--- src/rtl/asram_pkg.sv ---
package asram_pkg;

    localparam int LANES  = 4;
    localparam int LANE_W = 8;
    localparam int DATA_W = LANES * LANE_W;
    localparam int HALF_W = DATA_W / 2;
    localparam int ROW_W  = 19;
    localparam int HADR_W = ROW_W + 2;

    typedef enum logic [1:0] {
        WIDTH32 = 2'd0,
        WIDTH16 = 2'd1,
        WIDTH8  = 2'd2
    } width_e;

    typedef enum logic [2:0] {
        SEQ_IDLE,
        SEQ_TURN,
        SEQ_WRITE,
        SEQ_GUARD,
        SEQ_READ,
        SEQ_ACK
    } seq_e;

    typedef struct packed {
        width_e             width;
        logic [1:0]         sel;
        logic [LANES-1:0]   lanes;
        logic [ROW_W-1:0]   row;
        logic [DATA_W-1:0]  bus;
    } xfer_t;

    // Cycles needed to cover t_ns, never less than one.
    function automatic int phase_cycles(int t_ns, int clk_ns);
        int c;
        c = (t_ns + clk_ns - 1) / clk_ns;
        return (c < 1) ? 1 : c;
    endfunction

    function automatic int imax(int a, int b);
        return (a > b) ? a : b;
    endfunction

    // Pick the addressed lanes out of the bus and zero-extend them.
    function automatic logic [DATA_W-1:0] gather(width_e w, logic [1:0] sel,
                                                 logic [DATA_W-1:0] dq);
        case (w)
            WIDTH16: return sel[0] ? {{HALF_W{1'b0}}, dq[DATA_W-1:HALF_W]}
                                   : {{HALF_W{1'b0}}, dq[HALF_W-1:0]};
            WIDTH8:  return {{(DATA_W-LANE_W){1'b0}}, dq[sel*LANE_W +: LANE_W]};
            default: return dq;
        endcase
    endfunction

endpackage

--- src/rtl/asram_steer.sv ---
module asram_steer
    import asram_pkg::*;
(
    input  width_e              width,
    input  logic [HADR_W-1:0]   haddr,
    input  logic [DATA_W-1:0]   wdata,
    output xfer_t               xfer
);
    always_comb begin
        xfer.width = width;
        xfer.row   = haddr[ROW_W-1:0];
        case (width)
            WIDTH16: begin
                xfer.sel   = {1'b0, haddr[ROW_W]};
                xfer.lanes = haddr[ROW_W] ? 4'b1100 : 4'b0011;
                xfer.bus   = {2{wdata[HALF_W-1:0]}};
            end
            WIDTH8: begin
                xfer.sel   = haddr[HADR_W-1:ROW_W];
                xfer.lanes = LANES'(1) << haddr[HADR_W-1:ROW_W];
                xfer.bus   = {LANES{wdata[LANE_W-1:0]}};
            end
            default: begin
                xfer.sel   = 2'd0;
                xfer.lanes = '1;
                xfer.bus   = wdata;
            end
        endcase
    end
endmodule

--- src/rtl/asram_seq.sv ---
module asram_seq
    import asram_pkg::*;
#(
    parameter int WR_CYC = 1,
    parameter int RD_CYC = 1,
    parameter int HZ_CYC = 1
) (
    input  logic clk,
    input  logic rst,
    input  logic start,
    input  logic start_write,
    output logic ready,
    output logic ack,
    output logic cs_on,
    output logic we_on,
    output logic oe_on,
    output logic drive,
    output logic capture
);
    localparam int CW = $clog2(imax(WR_CYC, RD_CYC) + 1);
    localparam int FW = $clog2(HZ_CYC + 1);

    seq_e          st;
    logic [CW-1:0] cnt;
    logic [FW-1:0] flt;

    always_ff @(posedge clk) begin
        if (rst) begin
            st  <= SEQ_IDLE;
            cnt <= '0;
            flt <= '0;
        end else begin
            if (flt != '0) flt <= flt - 1'b1;
            case (st)
                SEQ_IDLE: if (start) begin
                    cnt <= '0;
                    if (!start_write)   st <= SEQ_READ;
                    else if (flt != '0) st <= SEQ_TURN;
                    else                st <= SEQ_WRITE;
                end
                SEQ_TURN: if (flt == '0) st <= SEQ_WRITE;
                SEQ_WRITE: begin
                    if (cnt == CW'(WR_CYC - 1)) begin
                        st  <= SEQ_GUARD;
                        cnt <= '0;
                    end else begin
                        cnt <= cnt + 1'b1;
                    end
                end
                SEQ_GUARD: st <= SEQ_ACK;
                SEQ_READ: begin
                    if (cnt == CW'(RD_CYC - 1)) begin
                        st  <= SEQ_ACK;
                        cnt <= '0;
                        flt <= FW'(HZ_CYC - 1);
                    end else begin
                        cnt <= cnt + 1'b1;
                    end
                end
                SEQ_ACK: st <= SEQ_IDLE;
                default: st <= SEQ_IDLE;
            endcase
        end
    end

    always_comb begin
        ready   = (st == SEQ_IDLE);
        ack     = (st == SEQ_ACK);
        we_on   = (st == SEQ_WRITE);
        oe_on   = (st == SEQ_READ);
        drive   = (st == SEQ_WRITE) || (st == SEQ_GUARD);
        cs_on   = drive || oe_on;
        capture = oe_on && (cnt == CW'(RD_CYC - 1));
    end
endmodule

--- src/rtl/asram_lane_ctrl.sv ---
module asram_lane_ctrl
    import asram_pkg::*;
#(
    parameter int CLK_NS = 20,
    parameter int T_WC   = 12,
    parameter int T_WP   = 10,
    parameter int T_DW   = 8,
    parameter int T_AA   = 12,
    parameter int T_OE   = 7,
    parameter int T_HZ   = 7
) (
    input  logic                clk,
    input  logic                rst,
    input  logic                req_valid,
    input  logic                req_write,
    input  logic [1:0]          req_mode,
    input  logic [HADR_W-1:0]   req_addr,
    input  logic [DATA_W-1:0]   req_wdata,
    output logic                req_ready,
    output logic                req_ack,
    output logic [DATA_W-1:0]   rsp_rdata,
    output logic [ROW_W-1:0]    ram_addr,
    output logic [LANES-1:0]    ram_cs_n,
    output logic [LANES-1:0]    ram_we_n,
    output logic                ram_oe_n,
    output logic [DATA_W-1:0]   ram_dq_out,
    output logic                ram_dq_oe,
    input  logic [DATA_W-1:0]   ram_dq_in
);
    localparam int WR_CYC = imax(imax(phase_cycles(T_WP, CLK_NS),
                                      phase_cycles(T_DW, CLK_NS)),
                                 phase_cycles(T_WC, CLK_NS) - 1);
    localparam int RD_CYC = imax(phase_cycles(T_AA, CLK_NS),
                                 phase_cycles(T_OE, CLK_NS));
    localparam int HZ_CYC = phase_cycles(T_HZ, CLK_NS);

    xfer_t             nxt, xf;
    logic [DATA_W-1:0] rdata_q;
    logic              accept, cs_on, we_on, oe_on, drive, capture;

    asram_steer u_steer (
        .width (width_e'(req_mode)),
        .haddr (req_addr),
        .wdata (req_wdata),
        .xfer  (nxt)
    );

    asram_seq #(
        .WR_CYC (WR_CYC),
        .RD_CYC (RD_CYC),
        .HZ_CYC (HZ_CYC)
    ) u_seq (
        .clk         (clk),
        .rst         (rst),
        .start       (accept),
        .start_write (req_write),
        .ready       (req_ready),
        .ack         (req_ack),
        .cs_on       (cs_on),
        .we_on       (we_on),
        .oe_on       (oe_on),
        .drive       (drive),
        .capture     (capture)
    );

    assign accept = req_valid && req_ready;

    always_ff @(posedge clk) begin
        if (rst) begin
            xf      <= '0;
            rdata_q <= '0;
        end else begin
            if (accept)  xf      <= nxt;
            if (capture) rdata_q <= gather(xf.width, xf.sel, ram_dq_in);
        end
    end

    for (genvar l = 0; l < LANES; l++) begin : g_lane
        assign ram_cs_n[l] = ~(xf.lanes[l] & cs_on);
        assign ram_we_n[l] = ~(xf.lanes[l] & we_on);
    end

    assign ram_oe_n   = ~oe_on;
    assign ram_addr   = xf.row;
    assign ram_dq_out = xf.bus;
    assign ram_dq_oe  = drive;
    assign rsp_rdata  = rdata_q;
endmodule

--- config.mk ---
export PLATFORM = sky130hd
export DESIGN_NAME = asram_lane_ctrl
export DESIGN_NICKNAME = d
export VERILOG_FILES = /design/src/rtl/asram_pkg.sv /design/src/rtl/asram_steer.sv /design/src/rtl/asram_seq.sv /design/src/rtl/asram_lane_ctrl.sv
export SDC_FILE = /design/constraint.sdc
export NUM_CORES = 1
export LEC_CHECK = 0
export BUFFER_PORTS_ARGS = -buffer_cell sky130_fd_sc_hd__buf_2
export CORE_AREA = 2 2 100 102
export DETAILED_ROUTE_END_ITERATION = 10
export DIE_AREA = 0 0 102 104
export PLACE_DENSITY = 0.9
export SYNTH_ARGS = -nofsm -noshare
export SYNTH_HDL_FRONTEND = slang
export SYNTH_SLANG_ARGS = --single-unit
--- constraint.sdc ---
create_clock -name clk -period 3.5 [get_ports clk]
set_input_delay 0.175 -clock clk [delete_from_list [all_inputs] [get_ports clk]]
set_output_delay 0.175 -clock clk [all_outputs]
set_load 0.01 [all_outputs]
**Word-level counts from Yosys, hierarchy flattened**

Cells that the tools add are included.

- Flip-flop bits (word level): 96
- Bits of input ports: 91
- Output and inout bits: 95
- Logic and storage cells: 71

- $add $sub $neg: 2
- Eq/ne operators: 13
- Shift operators: 2
- Multiplexer cells: 18
- Bitwise gates (word level): 18
- Reductions and logical operators: 9

Operators with widths:

| kind | number |
|---|---|
| $pmux 32 s2 | 2 |
| $shiftx 32x6->8 | 1 |
| $mux 16 | 1 |
| $mux 3 | 5 |
| $pmux 3 s5 | 1 |
| $pmux 6 s2 | 1 |
| $not 1->1 | 10 |
| $and 1x1->1 | 8 |
| $eq 3x2->1 const B | 2 |
| $eq 3x3->1 const B | 2 |
| $ne 2x2->1 const B | 3 |
| $mux 1 | 5 |
| $eq 2x1->1 const B | 2 |
| $eq 2x2->1 const B | 2 |
| $mux 4 | 1 |
| $reduce_and 4->1 | 1 |
| $shl 1x2->4 const A | 1 |
| $eq 3x1->1 const B | 1 |
| $logic_not 3->1 | 1 |
| $logic_and 1x1->1 | 2 |
| $logic_or 1x1->1 | 2 |
| $mux 2 | 1 |
| $ne 2x1->1 const B | 1 |
| $pmux 1 s2 | 1 |
| other kinds (5) | 5 |

**Depth between registers and ports, before layout**

- Depth in word-level cells: 5
- Depth in mapped cells: 8

**Cells and area by module**

Synthesis repeated with hierarchy kept, for this count alone.

- Cell total of the unflattened synthesis: 649
- Area total of the unflattened synthesis: 5016.1 µm²

By module, submodules not included:

| module | instances | cells each | area each (µm²) | sequential area each (µm²) |
|---|---|---|---|---|
| asram_lane_ctrl | 1 | 516 | 4115.2 | 1821.7 |
| asram_steer | 1 | 114 | 726.9 | 0.0 |
| asram_seq | 1 | 19 | 173.9 | 60.1 |

**Worst setup path after synthesis**

No wires, ideal clock.

- Path kind: reg-to-reg
- Start point: reg xf[57] (netlist name)
- End point: reg rdata_q[2], in the netlist rsp_rdata[2]
- Library setup time: 0.070 ns
- Arrival: 1.648 ns
- Data required time: 3.430 ns
- Path slack: 1.782 ns
- Cell stages (with the launch flop): 9
- Path buffers: 2
- Clock period less this slack: 1.718 ns
- Cells stage by stage: dfxtp_1 > inv_1 > ha_1 > buf_2 > and2b_1 > buf_2 > nand3_1 > a41o_1 > a21oi_1

- Word-level cells in the longest chain between the ends: 2
- Elaborated cells on any way between the ends: 3
- Those cells by class: 2 x eq/ne; 1 x mux

RTL lines:

| element | RTL line | text |
|---|---|---|
| start: declaration | asram_lane_ctrl.sv:37 | `xfer_t nxt, xf;` |
| start signal: assignment | asram_lane_ctrl.sv:73 | `if (accept) xf <= nxt;` |
| $eq 2x2->1 or $eq 2x1->1 (tied branches) | asram_pkg.sv:47 | `case (w)` |
| $pmux 32 s2 (*) | asram_pkg.sv:47 |  |
| end signal: assignment | asram_lane_ctrl.sv:74 | `if (capture) rdata_q <= gather(xf.width, xf.sel, ram_dq_in);` |
| end: declaration | asram_lane_ctrl.sv:38 | `logic [DATA_W-1:0] rdata_q;` |

Every way passes the cells marked *; elsewhere a longest branch is shown, timed or not.
A chain may end at the register's enable or synchronous reset.

**Final worst setup path**

- Start point: reg u_seq.st[0]
- End point: out ram_cs_n[1]

- Word-level cells in the longest chain between the ends: 5
- Elaborated cells on any way between the ends: 7
- Those cells by class: 3 x eq/ne; 2 x bitwise; 2 x reduce/logical

RTL lines:

| element | RTL line | text |
|---|---|---|
| start: declaration | asram_seq.sv:23 | `seq_e st;` |
| start signal: assignment | asram_seq.sv:29 | `st <= SEQ_IDLE;` |
| start signal: assignment | asram_seq.sv:37 | `if (!start_write) st <= SEQ_READ;` |
| start signal: assignment | asram_seq.sv:38 | `else if (flt != '0) st <= SEQ_TURN;` |
| $eq 3x2->1 | asram_seq.sv:71 | `drive = (st == SEQ_WRITE) \|\| (st == SEQ_GUARD);` |
| $logic_or 1x1->1 | asram_seq.sv:71 |  |
| $logic_or 1x1->1 (*) | asram_seq.sv:72 | `cs_on = drive \|\| oe_on;` |
| $and 1x1->1 (*) | asram_lane_ctrl.sv:79 | `assign ram_cs_n[l] = ~(xf.lanes[l] & cs_on);` |
| $not 1->1 (*) | asram_lane_ctrl.sv:79 |  |
| end: declaration | asram_lane_ctrl.sv:23 | `output logic [LANES-1:0] ram_cs_n,` |

Marked as above.

==> results.yml <==
timing:
  slew_headroom_pct: 30.29
  drv_slew: 0
  setup_viol: 0
  rsz0062_at_grt: "false"
  fin_ws_ns: 0.9738
  clock_skew_ns: 0.01797
  min_period_ns: 2.526
  tightest_slew_ns: 1.046
  finalCritPeriodShare_pct: 72.18
  fmax_mhz: 395.9
  setup_tns_ns: 0
  finalHoldViolCount: 0
yosys:
  synth_seq_cells: 94
  synth_most_common_cell: "nand2_1"
  synth-main-ff-cell: "dfxtp_1"
  seq_area_frac_synth_pct: 40.33
  synthArstFlopShare_pct: 0
  synthTopCellsByArea: "dfxtp_1 40%, nand2_1 8.8%, buf_4 8.4%"
  synthesis.nets: 674
  yosys.area.top_type: "dfxtp_1"
  synth_edf_count: 0
  synth_common_cells: "109 x nand2_1, 94 x dfxtp_1, 75 x a21oi_1"
  ys.warnings.count: 0
  synth.top_cell.area_share_pct: 40.33
  syn_area_um2: 4666
  ys_types: 34
  postSynthCellCount: 579
  syn_area_per_cell_um2: 8.058
place:
  place.gp.congestion: 0.9842
  dp_slack_ns: 1.359
  port_buffers: 185
  hpwl_mm: 9.173
  dpl_cell_area_um2: 5229
die:
  die_h_um: 104
  fp.coreArea_um2: 9549
  floorplan.initialDensity_pct: 48.86
  die-area_um2: 10610
  pin_count: 186
  die_w_um: 102
  rows: 36
clock_tree:
  h-tree-depth: 3
  cts_post_setup_buffers_inserted: 0
  cts-root-buf: "clkbuf_8"
  cts.clk_slew.worst_paths_ns: 0.10
  cts_max_path_buffers: 2
  cts_resized: 0
  cts_tree: "done"
  clock-sinks: 94
  cts_hold_buffers: 0
  cts_made_buffers: 9
  clock_latency_ns: 0.37
setup_path:
  worstPathMaxFanout: 41
  worst_setup_path_end_kind: "output port"
  worstPathCellList: "nor2_1 > and2_1 > buf_4 > inv_2 > nand2_1 > nand2_1 > buf_2"
  worst_setup_path_start_kind: "register"
  crit_type: "reg -> out"
  cp_data_arrival_time_ns: 2.35
  cpMostUsedCell: "nand2_1"
  startpoint: "u_seq.st[0]"
  cpPeakStageDelay_ns: 0.50
  r2r-start: "xf[57]"
  cp_slowest_cell: "dfxtp_1"
  required_ns: 3.32
status:
  status: "finished, final reports clean"
grt:
  grt_pass1_wl_mm: 19.31
  grt_pass1_vias: 3979
  grt_overflow: 0
  grt_max_degree: 60
  antenna_found_initial: 2
  grt_usage_pct: 22.79
routing:
  drc: 0
  ant_nets: 0
  wl_per_cell_um: 15.13
  first_iter_violations: 261
  drt_pass1_iterations: 5
  viasPerCell: 5.376
  vias: 4446
  wl_mm: 12.51
min_path:
  hold_start: "req_addr[11]"
  worstHoldPathType: "in -> reg"
cells_and_area:
  syn2layout_area_growth_pct: 16.92
  drive_gt1_share_pct: 31.79
  design_area_um2: 5455
  num-fill-cells: 916
  num-nets-final: 782
pwr:
  peakVddDrop_v: 0.0002203
  p_leak_uw: 0.002416
  power_density_nw_per_um2: 487.6
run:
  drv_cap: 0
critical path, delay by kind of cell (launching register included):
family                 cells  cell delay [ns]
AND/OR/NAND/NOR            4             0.71
flip-flops                 1             0.50
buffers and inverters      3             0.78
worst paths after layout:
check | endpoint | slack [ns] | cells after the start
setup / recovery | ram_cs_n[1] | 0.97 | 7
hold reg to reg | rsp_rdata[25] | 0.45 | 2
hold / removal | ram_addr[11] | 0.04 | 3
setup reg to reg | rsp_rdata[4] | 1.32 | 7
power by group:
group          switching [uW]  internal, uW
Clock                     439           355
Sequential               63.2          1170
Combinational             379           249
Total                     882          1780
metrics by stage:
stage / util [%] / cells / power (uW) / hold slack [ns]
6_report: 57.13 / 827 / 2660 / 0.03619
3_3_place_gp: 54.76 / 809 / 1871 / 0.4146
2_1_floorplan: - / 579 / 1726 / 0.3110
5_1_grt: 57.13 / 827 / 2798 / 0.02020
4_1_cts: 57.08 / 825 / 2675 / 0.01423
3_5_place_dp: 54.76 / 809 / 1886 / 0.4213
cells in the final DEF, fill, tap and decap left out, types with 2 or more instances in the layout:
master / synthesis / routed
nand3_1: 26 / 26
a221oi_1: 16 / 16
nand3b_1: 7 / 7
clkbuf_8: 0 / 9
a211oi_1: 8 / 8
buf_4: 52 / 7
nand2b_1: 24 / 24
nor2b_1: 9 / 9
dfxtp_1: 94 / 94
buf_2: 18 / 185
a22o_1: 14 / 14
mux4_2: 8 / 8
nor3_1: 14 / 14
a41o_1: 7 / 7
o211ai_1: 2 / 2
nand2_1: 109 / 109
nor2_1: 43 / 43
ha_1: 4 / 4
inv_1: 7 / 7
o21ai_0: 6 / 6
a21oi_1: 75 / 75
diode_2: 0 / 2
inv_8: 0 / 3
registers in the layout, indices dropped and copies added (netlist names):
signal and cells:
ram_dq_out 32, rsp_rdata 32, u_seq.st 3, xf 8, ram_addr 19
cell type report:
type	count	area, um2	area share [%]
Clock inverter	7	97.59	1.789
Tap cell	133	166.4	3.050
Multi-Input combinational cell	382	2172	39.82
Clock buffer	9	123.9	2.271
Timing Repair Buffer	192	978.4	17.94
Inverter	8	30.03	0.5505
Sequential cell	94	1882	34.50
Antenna cell	2	5.005	0.09174
per-layer routing:
metal  global-route usage, %  share of wire (%)  up-vias  wire length (um)
li1                        -                  -     2158                 -
met1                   29.09                 40     2014              4997
met2                   36.42                 47      236              5912
met3                   5.309                8.4       38              1057
met4                   10.00                4.3        0               543
met5                       0                  0        -                 0
cell families (layout without fill, tap and decap cells):
| family | Yosys count | after routing | share of synthesized area (%) |
|---|---|---|---|
| flops | 94 | 94 | 40.33 |
| simple gates | 237 | 237 | 23.33 |
| other cells | 0 | 2 | 0 |
| mux | 8 | 8 | 3.862 |
| buf+inv | 103 | 216 | 13.11 |
| compound gates | 133 | 133 | 18.29 |
| fa+ha+maj | 4 | 4 | 1.073 |
Note: power is estimated with default switching activity, not from simulation.
